$ cat src/rtl/rsg_pkg.sv
package rsg_pkg;
   // How status-read bits that carry no flag are filled while busy
   typedef enum logic [0:0] {
      FILL_LAST_DATA = 1'b0,
      FILL_ZERO      = 1'b1
   } fill_mode_e;
endpackage

$ cat src/rtl/rsg_strobe.sv
// Read qualification and read-start detection
module rsg_strobe (
   input  logic clk,
   input  logic rst_n,
   input  logic ce_n,
   input  logic oe_n,
   input  logic we_n,
   output logic rd_act,
   output logic rd_start,
   output logic rd_act_q
);
   always_comb begin
      rd_act   = we_n & ~ce_n & ~oe_n;
      rd_start = rd_act & ~rd_act_q;
   end

   always_ff @(posedge clk) begin
      if (!rst_n) rd_act_q <= 1'b0;
      else        rd_act_q <= rd_act;
   end
endmodule

$ cat src/rtl/rsg_toggle.sv
// Flip flag: inverts on each read start while busy, cleared when idle
module rsg_toggle (
   input  logic clk,
   input  logic rst_n,
   input  logic busy,
   input  logic rd_start,
   output logic tgl_nxt
);
   logic tgl_q;

   always_comb begin
      if (!busy)         tgl_nxt = 1'b0;
      else if (rd_start) tgl_nxt = ~tgl_q;
      else               tgl_nxt = tgl_q;
   end

   always_ff @(posedge clk) begin
      if (!rst_n) tgl_q <= 1'b0;
      else        tgl_q <= tgl_nxt;
   end
endmodule

$ cat src/rtl/rsg_compose.sv
// Builds the byte returned by a read: status while busy, array data otherwise
module rsg_compose
   import rsg_pkg::*;
#(
   parameter int         AW         = 15,
   parameter int         DW         = 8,
   parameter int         POLL_BIT   = 7,
   parameter int         TOGGLE_BIT = 6,
   parameter fill_mode_e FILL       = FILL_LAST_DATA
) (
   input  logic [AW-1:0] addr,
   input  logic          busy,
   input  logic [AW-1:0] last_addr,
   input  logic [DW-1:0] last_data,
   input  logic [DW-1:0] array_data,
   input  logic          tgl,
   output logic [DW-1:0] word
);
   logic [DW-1:0] fill;
   logic          hit;

   generate
      if (FILL == FILL_ZERO) begin : g_fill_zero
         assign fill = '0;
      end else begin : g_fill_last
         assign fill = last_data;
      end
   endgenerate

   always_comb begin
      hit = (addr == last_addr);
      if (busy) begin
         word             = fill;
         word[POLL_BIT]   = hit ? ~last_data[POLL_BIT] : last_data[POLL_BIT];
         word[TOGGLE_BIT] = tgl;
      end else begin
         word = array_data;
      end
   end
endmodule

$ cat src/rtl/read_status_gen.sv
module read_status_gen
   import rsg_pkg::*;
#(
   parameter int         AW         = 15,
   parameter int         DW         = 8,
   parameter int         POLL_BIT   = 7,
   parameter int         TOGGLE_BIT = 6,
   parameter fill_mode_e FILL       = FILL_LAST_DATA
) (
   input  logic          clk,
   input  logic          rst_n,
   input  logic          ce_n,
   input  logic          oe_n,
   input  logic          we_n,
   input  logic [AW-1:0] addr,
   input  logic          busy,
   input  logic [AW-1:0] last_addr,
   input  logic [DW-1:0] last_data,
   input  logic [DW-1:0] array_data,
   output logic [DW-1:0] rd_data,
   output logic          bus_drive
);
   localparam int FLAG_BITS = 2;

   generate
      if (DW < FLAG_BITS || POLL_BIT >= DW || TOGGLE_BIT >= DW) begin : g_bad_width
         $error("read_status_gen: flag bit positions must lie inside DW");
      end
      if (POLL_BIT == TOGGLE_BIT) begin : g_bad_bits
         $error("read_status_gen: polarity and flip flags need distinct bits");
      end
      if (AW < 1) begin : g_bad_aw
         $error("read_status_gen: AW must be positive");
      end
   endgenerate

   logic          rd_act, rd_start, rd_act_q, tgl_nxt;
   logic [DW-1:0] word;

   rsg_strobe u_strobe (
      .clk      (clk),
      .rst_n    (rst_n),
      .ce_n     (ce_n),
      .oe_n     (oe_n),
      .we_n     (we_n),
      .rd_act   (rd_act),
      .rd_start (rd_start),
      .rd_act_q (rd_act_q)
   );

   rsg_toggle u_toggle (
      .clk      (clk),
      .rst_n    (rst_n),
      .busy     (busy),
      .rd_start (rd_start),
      .tgl_nxt  (tgl_nxt)
   );

   rsg_compose #(
      .AW         (AW),
      .DW         (DW),
      .POLL_BIT   (POLL_BIT),
      .TOGGLE_BIT (TOGGLE_BIT),
      .FILL       (FILL)
   ) u_compose (
      .addr       (addr),
      .busy       (busy),
      .last_addr  (last_addr),
      .last_data  (last_data),
      .array_data (array_data),
      .tgl        (tgl_nxt),
      .word       (word)
   );

   always_ff @(posedge clk) begin
      if (!rst_n) begin
         rd_data   <= '0;
         bus_drive <= 1'b0;
      end else begin
         bus_drive <= rd_act;
         rd_data   <= rd_act ? word : '0;
      end
   end
endmodule

$ cat config.mk
export PLATFORM = sky130hd
export DESIGN_NAME = read_status_gen
export DESIGN_NICKNAME = d
export VERILOG_FILES = /design/src/rtl/rsg_pkg.sv /design/src/rtl/rsg_strobe.sv /design/src/rtl/rsg_toggle.sv /design/src/rtl/rsg_compose.sv /design/src/rtl/read_status_gen.sv
export SDC_FILE = /design/constraint.sdc
export NUM_CORES = 1
export LEC_CHECK = 0
export BUFFER_PORTS_ARGS = -buffer_cell sky130_fd_sc_hd__buf_4
export CAP_MARGIN = 15
export CORE_MARGIN = 2
export CORE_UTILIZATION = 37
export DETAILED_ROUTE_END_ITERATION = 10
export PLACE_DENSITY = 0.79
export SLEW_MARGIN = 20
export SYNTH_ARGS = -nofsm -noshare
export SYNTH_HDL_FRONTEND = slang
export SYNTH_HIERARCHICAL = 1
export SYNTH_SLANG_ARGS = --single-unit
$ cat constraint.sdc
create_clock -name clk -period 3.7 [get_ports clk]
set_input_delay 1.11 -clock clk [delete_from_list [all_inputs] [get_ports clk]]
set_output_delay 1.11 -clock clk [all_outputs]
set_load 0.01 [all_outputs]
* Word level (Yosys, flattened, before mapping)
Index checks and enable logic that the tools add are counted.
** Operators by class
- Muxes and demuxes :: 4
- Reductions and logical operators :: 1
- Eq/ne operators :: 1
- Bitwise gates (word level) :: 8
** Operators by type and width (count)
- $eq A15 B15 Y1 :: 1
- $mux W8 :: 1
- $not A1 Y1 :: 5
- $and A1 B1 Y1 :: 3
- $mux W1 :: 3
- $reduce_and A2 Y1 :: 1
** Word-level totals
- Word-level logic and storage cells :: 17
- Bits of input ports :: 52
- Flip-flop bits (word level) :: 10
- Output and inout bits :: 9

* Logic depth before layout (Yosys ltp)
- Word-level depth :: 7
- Mapped depth :: 6
- Mapped depth without buffers :: 6

* Cells and area by module
Netlist, hierarchy kept.
** By module, submodules not included
- rsg_compose :: instances 1, sequential area each 0.0 sq um, area each 267.8 sq um, cells each 31
- read_status_gen :: instances 1, sequential area each 180.2 sq um, area each 237.7 sq um, cells each 18
- rsg_strobe :: instances 1, sequential area each 20.0 sq um, area each 55.1 sq um, cells each 4
- rsg_toggle :: instances 1, sequential area each 20.0 sq um, area each 42.5 sq um, cells each 4

* Worst setup path before layout
No wires, ideal clock.
- Path type :: in2reg
- Start :: in ce_n
- End :: reg rd_data[6]
- Slack :: 1.515 ns
- Required time :: 3.584 ns
- Setup time :: 0.116 ns
- Data arrival time :: 2.070 ns
- Path buffers :: 0
- Stages on the path :: 5
- Cell sequence :: nor4b_2 xor2_1 and2_2 mux2_2 and3_1
** Between the ends
- Longest elaborated chain between the ends :: 7
- Elaborated cells on any way between the ends :: 8
- Those cells by class :: 3 x mux; 4 x bitwise; 1 x reduce/logical
** RTL lines
- from (decl) :: RTL line read_status_gen.sv:12 : input logic ce_n,
- $not A1 Y1 :: RTL line rsg_strobe.sv:13 : rd_act = we_n & ~ce_n & ~oe_n;
- $and A1 B1 Y1 (2 in a row) :: RTL line rsg_strobe.sv:13
- $and A1 B1 Y1 :: RTL line rsg_strobe.sv:14 : rd_start = rd_act & ~rd_act_q;
- $mux W1 :: RTL line rsg_toggle.sv:13 : else if (rd_start) tgl_nxt = ~tgl_q;
- $mux W1 :: RTL line rsg_toggle.sv:12 : if (!busy) tgl_nxt = 1'b0;
- via tgl_nxt :: RTL line read_status_gen.sv:37 : logic rd_act, rd_start, rd_act_q, tgl_nxt;
- $mux W8 :: RTL line rsg_compose.sv:32 : if (busy) begin
- via word[6] :: RTL line read_status_gen.sv:38 : logic [DW-1:0] word;
- to (signal assigned) :: RTL line read_status_gen.sv:81 : rd_data <= rd_act ? word : '0;
- to (decl) :: RTL line read_status_gen.sv:20 : output logic [DW-1:0] rd_data,
The timed path passes the listed nets, and every way through them passes these cells.
A chain may end at the register's enable or synchronous reset.

* Worst setup path after layout
- Start :: in ce_n
- End :: reg rd_data[6]
** Between the ends
- Longest elaborated chain between the ends :: 7
- Elaborated cells on any way between the ends :: 8
- Those cells by class :: 3 x mux; 4 x bitwise; 1 x reduce/logical
** RTL lines (RTL line)
- $not A1 Y1 :: rsg_strobe.sv:13
- $and A1 B1 Y1 (2 in a row) :: rsg_strobe.sv:13
- $and A1 B1 Y1 :: rsg_strobe.sv:14
- via rd_start :: read_status_gen.sv:37
- $mux W1 :: rsg_toggle.sv:13
- $mux W1 :: rsg_toggle.sv:12
- via tgl_nxt :: read_status_gen.sv:37
- $mux W8 :: rsg_compose.sv:32
- via word[6] :: read_status_gen.sv:38
The timed path passes the listed nets, and every way through them passes these cells.

==> flow_metrics.env <==
export IMPL_fp_dieArea_um2=1969
export IMPL_rows=14
export IMPL_synth_area_per_cell_um2=10.58
export IMPL_synthCells=57
export IMPL_hpwl_um=1300
export IMPL_ir_drop_mv=0.1157
export IMPL_grt_max_degree=12
export IMPL_dpl_worst_slack_ps=1316
export IMPL_drtIter0Drc=1
export IMPL_syn_area_um2=603.1
export IMPL_critPathLaunchType="input port"
export IMPL_cts_root_buf="clkbuf_4"
export IMPL_dp_cells=131
export IMPL_cp_slowest_cell="nor4b_2"
export IMPL_skew_ps=7.413
export IMPL_min_period_ps=2124
export IMPL_final_cell_mix="59 x buf_4, 16 x xnor2_1, 11 x dfxtp_1"
export IMPL_timing_rr_start="u_strobe/rd_act_q"
export IMPL_clkLatencyLatePin_ps=260
export IMPL_setup_violations=0
export IMPL_syn2layout_area_growth_pct=80.50
export IMPL_multi_input_area_um2=379.1
export IMPL_post_cts_buffers=0
export IMPL_max_cap_viol_count=0
export IMPL_finalHoldViolCount=0
export IMPL_maxSlewHeadroom=0.5174
export IMPL_hold_path_class="flop to flop"
export IMPL_die_w_um=44.37
export IMPL_syn_nets=109
export IMPL_setup_ws_ps=1576
export IMPL_drtPass1Iterations=3
export IMPL_grt_usage=0.1599
export IMPL_wl_per_cell_um=10.99
export IMPL_ant_nets=0
export IMPL_slew_violations=0
export IMPL_ys_seq_area_frac=0.3651
export IMPL_cp_endpoint="rd_data[6]"
export IMPL_fin_crit_sh=0.5740
export IMPL_clock_sinks=11
export IMPL_grt_pass1_wl_um=2318
export IMPL_fmax_mhz=470.8
export IMPL_cp_startpoint="ce_n"
export IMPL_critical_path_arrival_ps=2270
export IMPL_hold_ws_ps=615.0
export IMPL_cp_end_kind="flop"
export IMPL_power_density_nw_per_um2=255.2
export IMPL_gp_congestion=0.6687
export IMPL_first_global_vias=640
export IMPL_yosys_warnings=6
export IMPL_die_y_um=44.37
export IMPL_fin_setup_tns_ps=0
export IMPL_path_cells="buf_4 > nor4b_2 > xor2_1 > and2_2 > mux2_2 > and3_1"
export IMPL_drive_gt1_frac=0.6218
export IMPL_worst_pin_slew_ps=722.3
export IMPL_crit_type="input port to flop"
export IMPL_slowest_delay_ps=310
export IMPL_seqCellArea_um2=220.2
export IMPL_routed_wl_um=1483
export IMPL_nets=172
export IMPL_antenna_found_initial=0
export IMPL_cts_path_max_buffers=2
export IMPL_globalRoute_totalOverflow=0
export IMPL_diodes=0
export IMPL_cp_data_required_time_ps=3850
export IMPL_coreArea_um2=1524
export IMPL_clk_pin_slew_worst_paths_ps=70
export IMPL_grt_setup_unrepaired="no"
export IMPL_yosysUniqueCellTypes=15
export IMPL_finalNonFillerCells=135
export IMPL_status="complete, no violations"
export IMPL_utilization=0.7143
export IMPL_initial_utilization=0.3957
export IMPL_portBuffers=59
export IMPL_fillCellCount=132
export IMPL_final_common_cell="buf_4"
export IMPL_ctsHoldBuffers=0
export IMPL_yosys_register_bits=11
export IMPL_cts_made_buffers=3
export IMPL_post_cts_resized=0
export IMPL_rrSetupSlack_ps=2260
export IMPL_htreeDepth=1
export IMPL_post_route_drc_count=0
export IMPL_tritoncts="yes"
export IMPL_cp_max_fo=3
export IMPL_reg2reg_to="rd_data[6]"
export IMPL_power_leakage_nw=0.5369
export IMPL_vias=649
export IMPL_io_pins=61
export IMPL_r2r_cells=5
export IMPL_drt_vias_per_instance=4.807
Yosys cell counts:
cell | count | area [µm²]
a21oi_1 | 1 | 5.000
and2_2 | 2 | 15.01
and3_1 | 9 | 56.30
and4bb_2 | 1 | 12.51
clkbuf_1 | 1 | 3.750
dfxtp_1 | 11 | 220.2
mux2_2 | 7 | 78.83
nand3_1 | 1 | 5.000
nand4_1 | 3 | 18.77
nor2_1 | 1 | 3.750
nor3b_1 | 1 | 7.510
nor4_2 | 1 | 12.51
nor4b_2 | 1 | 15.01
xnor2_1 | 16 | 140.1
xor2_1 | 1 | 8.760
worst min path at each step:
stage / from / to / slack (ps) / depth (start not counted)
global route: u_toggle/tgl_q / u_toggle/tgl_q / 640 / 2
floorplan: u_toggle/tgl_q / u_toggle/tgl_q / 570 / 2
finish: u_toggle/tgl_q / u_toggle/tgl_q / 620 / 2
CTS: u_toggle/tgl_q / u_toggle/tgl_q / 610 / 2
global placement: u_toggle/tgl_q / u_toggle/tgl_q / 590 / 2
detailed placement: u_toggle/tgl_q / u_toggle/tgl_q / 590 / 2
area by class of cell:
type / count / area share
Sequential cell: 11 / 0.2023
Multi-Input combinational cell: 45 / 0.3483
Tap cell: 16 / 0.01839
Timing Repair Buffer: 59 / 0.4069
Clock buffer: 4 / 0.02414
flip-flops by register name, indices dropped and copies added (netlist names):
| register | cells |
|---|---|
| u_toggle/tgl_q | 1 |
| rd_data | 8 |
| bus_drive | 1 |
| u_strobe/rd_act_q | 1 |
worst max-delay path, delay by kind of cell:
family | cells | cell delay [ps]
simple gates | 3 | 670
buf+inv | 1 | 120
mux | 1 | 250
xor+xnor | 1 | 120
routing by layer:
layer  wire length, µm  GRT usage
met4                23     0.1030
met1               476     0.1511
met3               194    0.04082
met5                 0          0
met2               788     0.3000
report_power, final:
group / switching (W) / internal [W]
clock: 0.0000355 / 0.0000415
combinational: 0.0000236 / 0.0000557
sequential: 0.000000666 / 0.000121
logic make-up after synthesis:
family          count (synthesis)  share of synthesized area
simple gates                   20                     0.2427
xor+xnor                       17                     0.2469
flops                          11                     0.3651
mux                             7                     0.1307
compound gates                  1                   0.008291
buf+inv                         1                   0.006218
through the flow:
stage	power, W	cell area [µm²]
after CTS	0.0002825	1089
after global placement	0.0002024	1062
after detailed placement	0.0002045	1062
after global routing	0.0002946	1089
after floorplan	0.0001539	603.1
final	0.0002778	1089
Power figures use the tool's default switching activity.
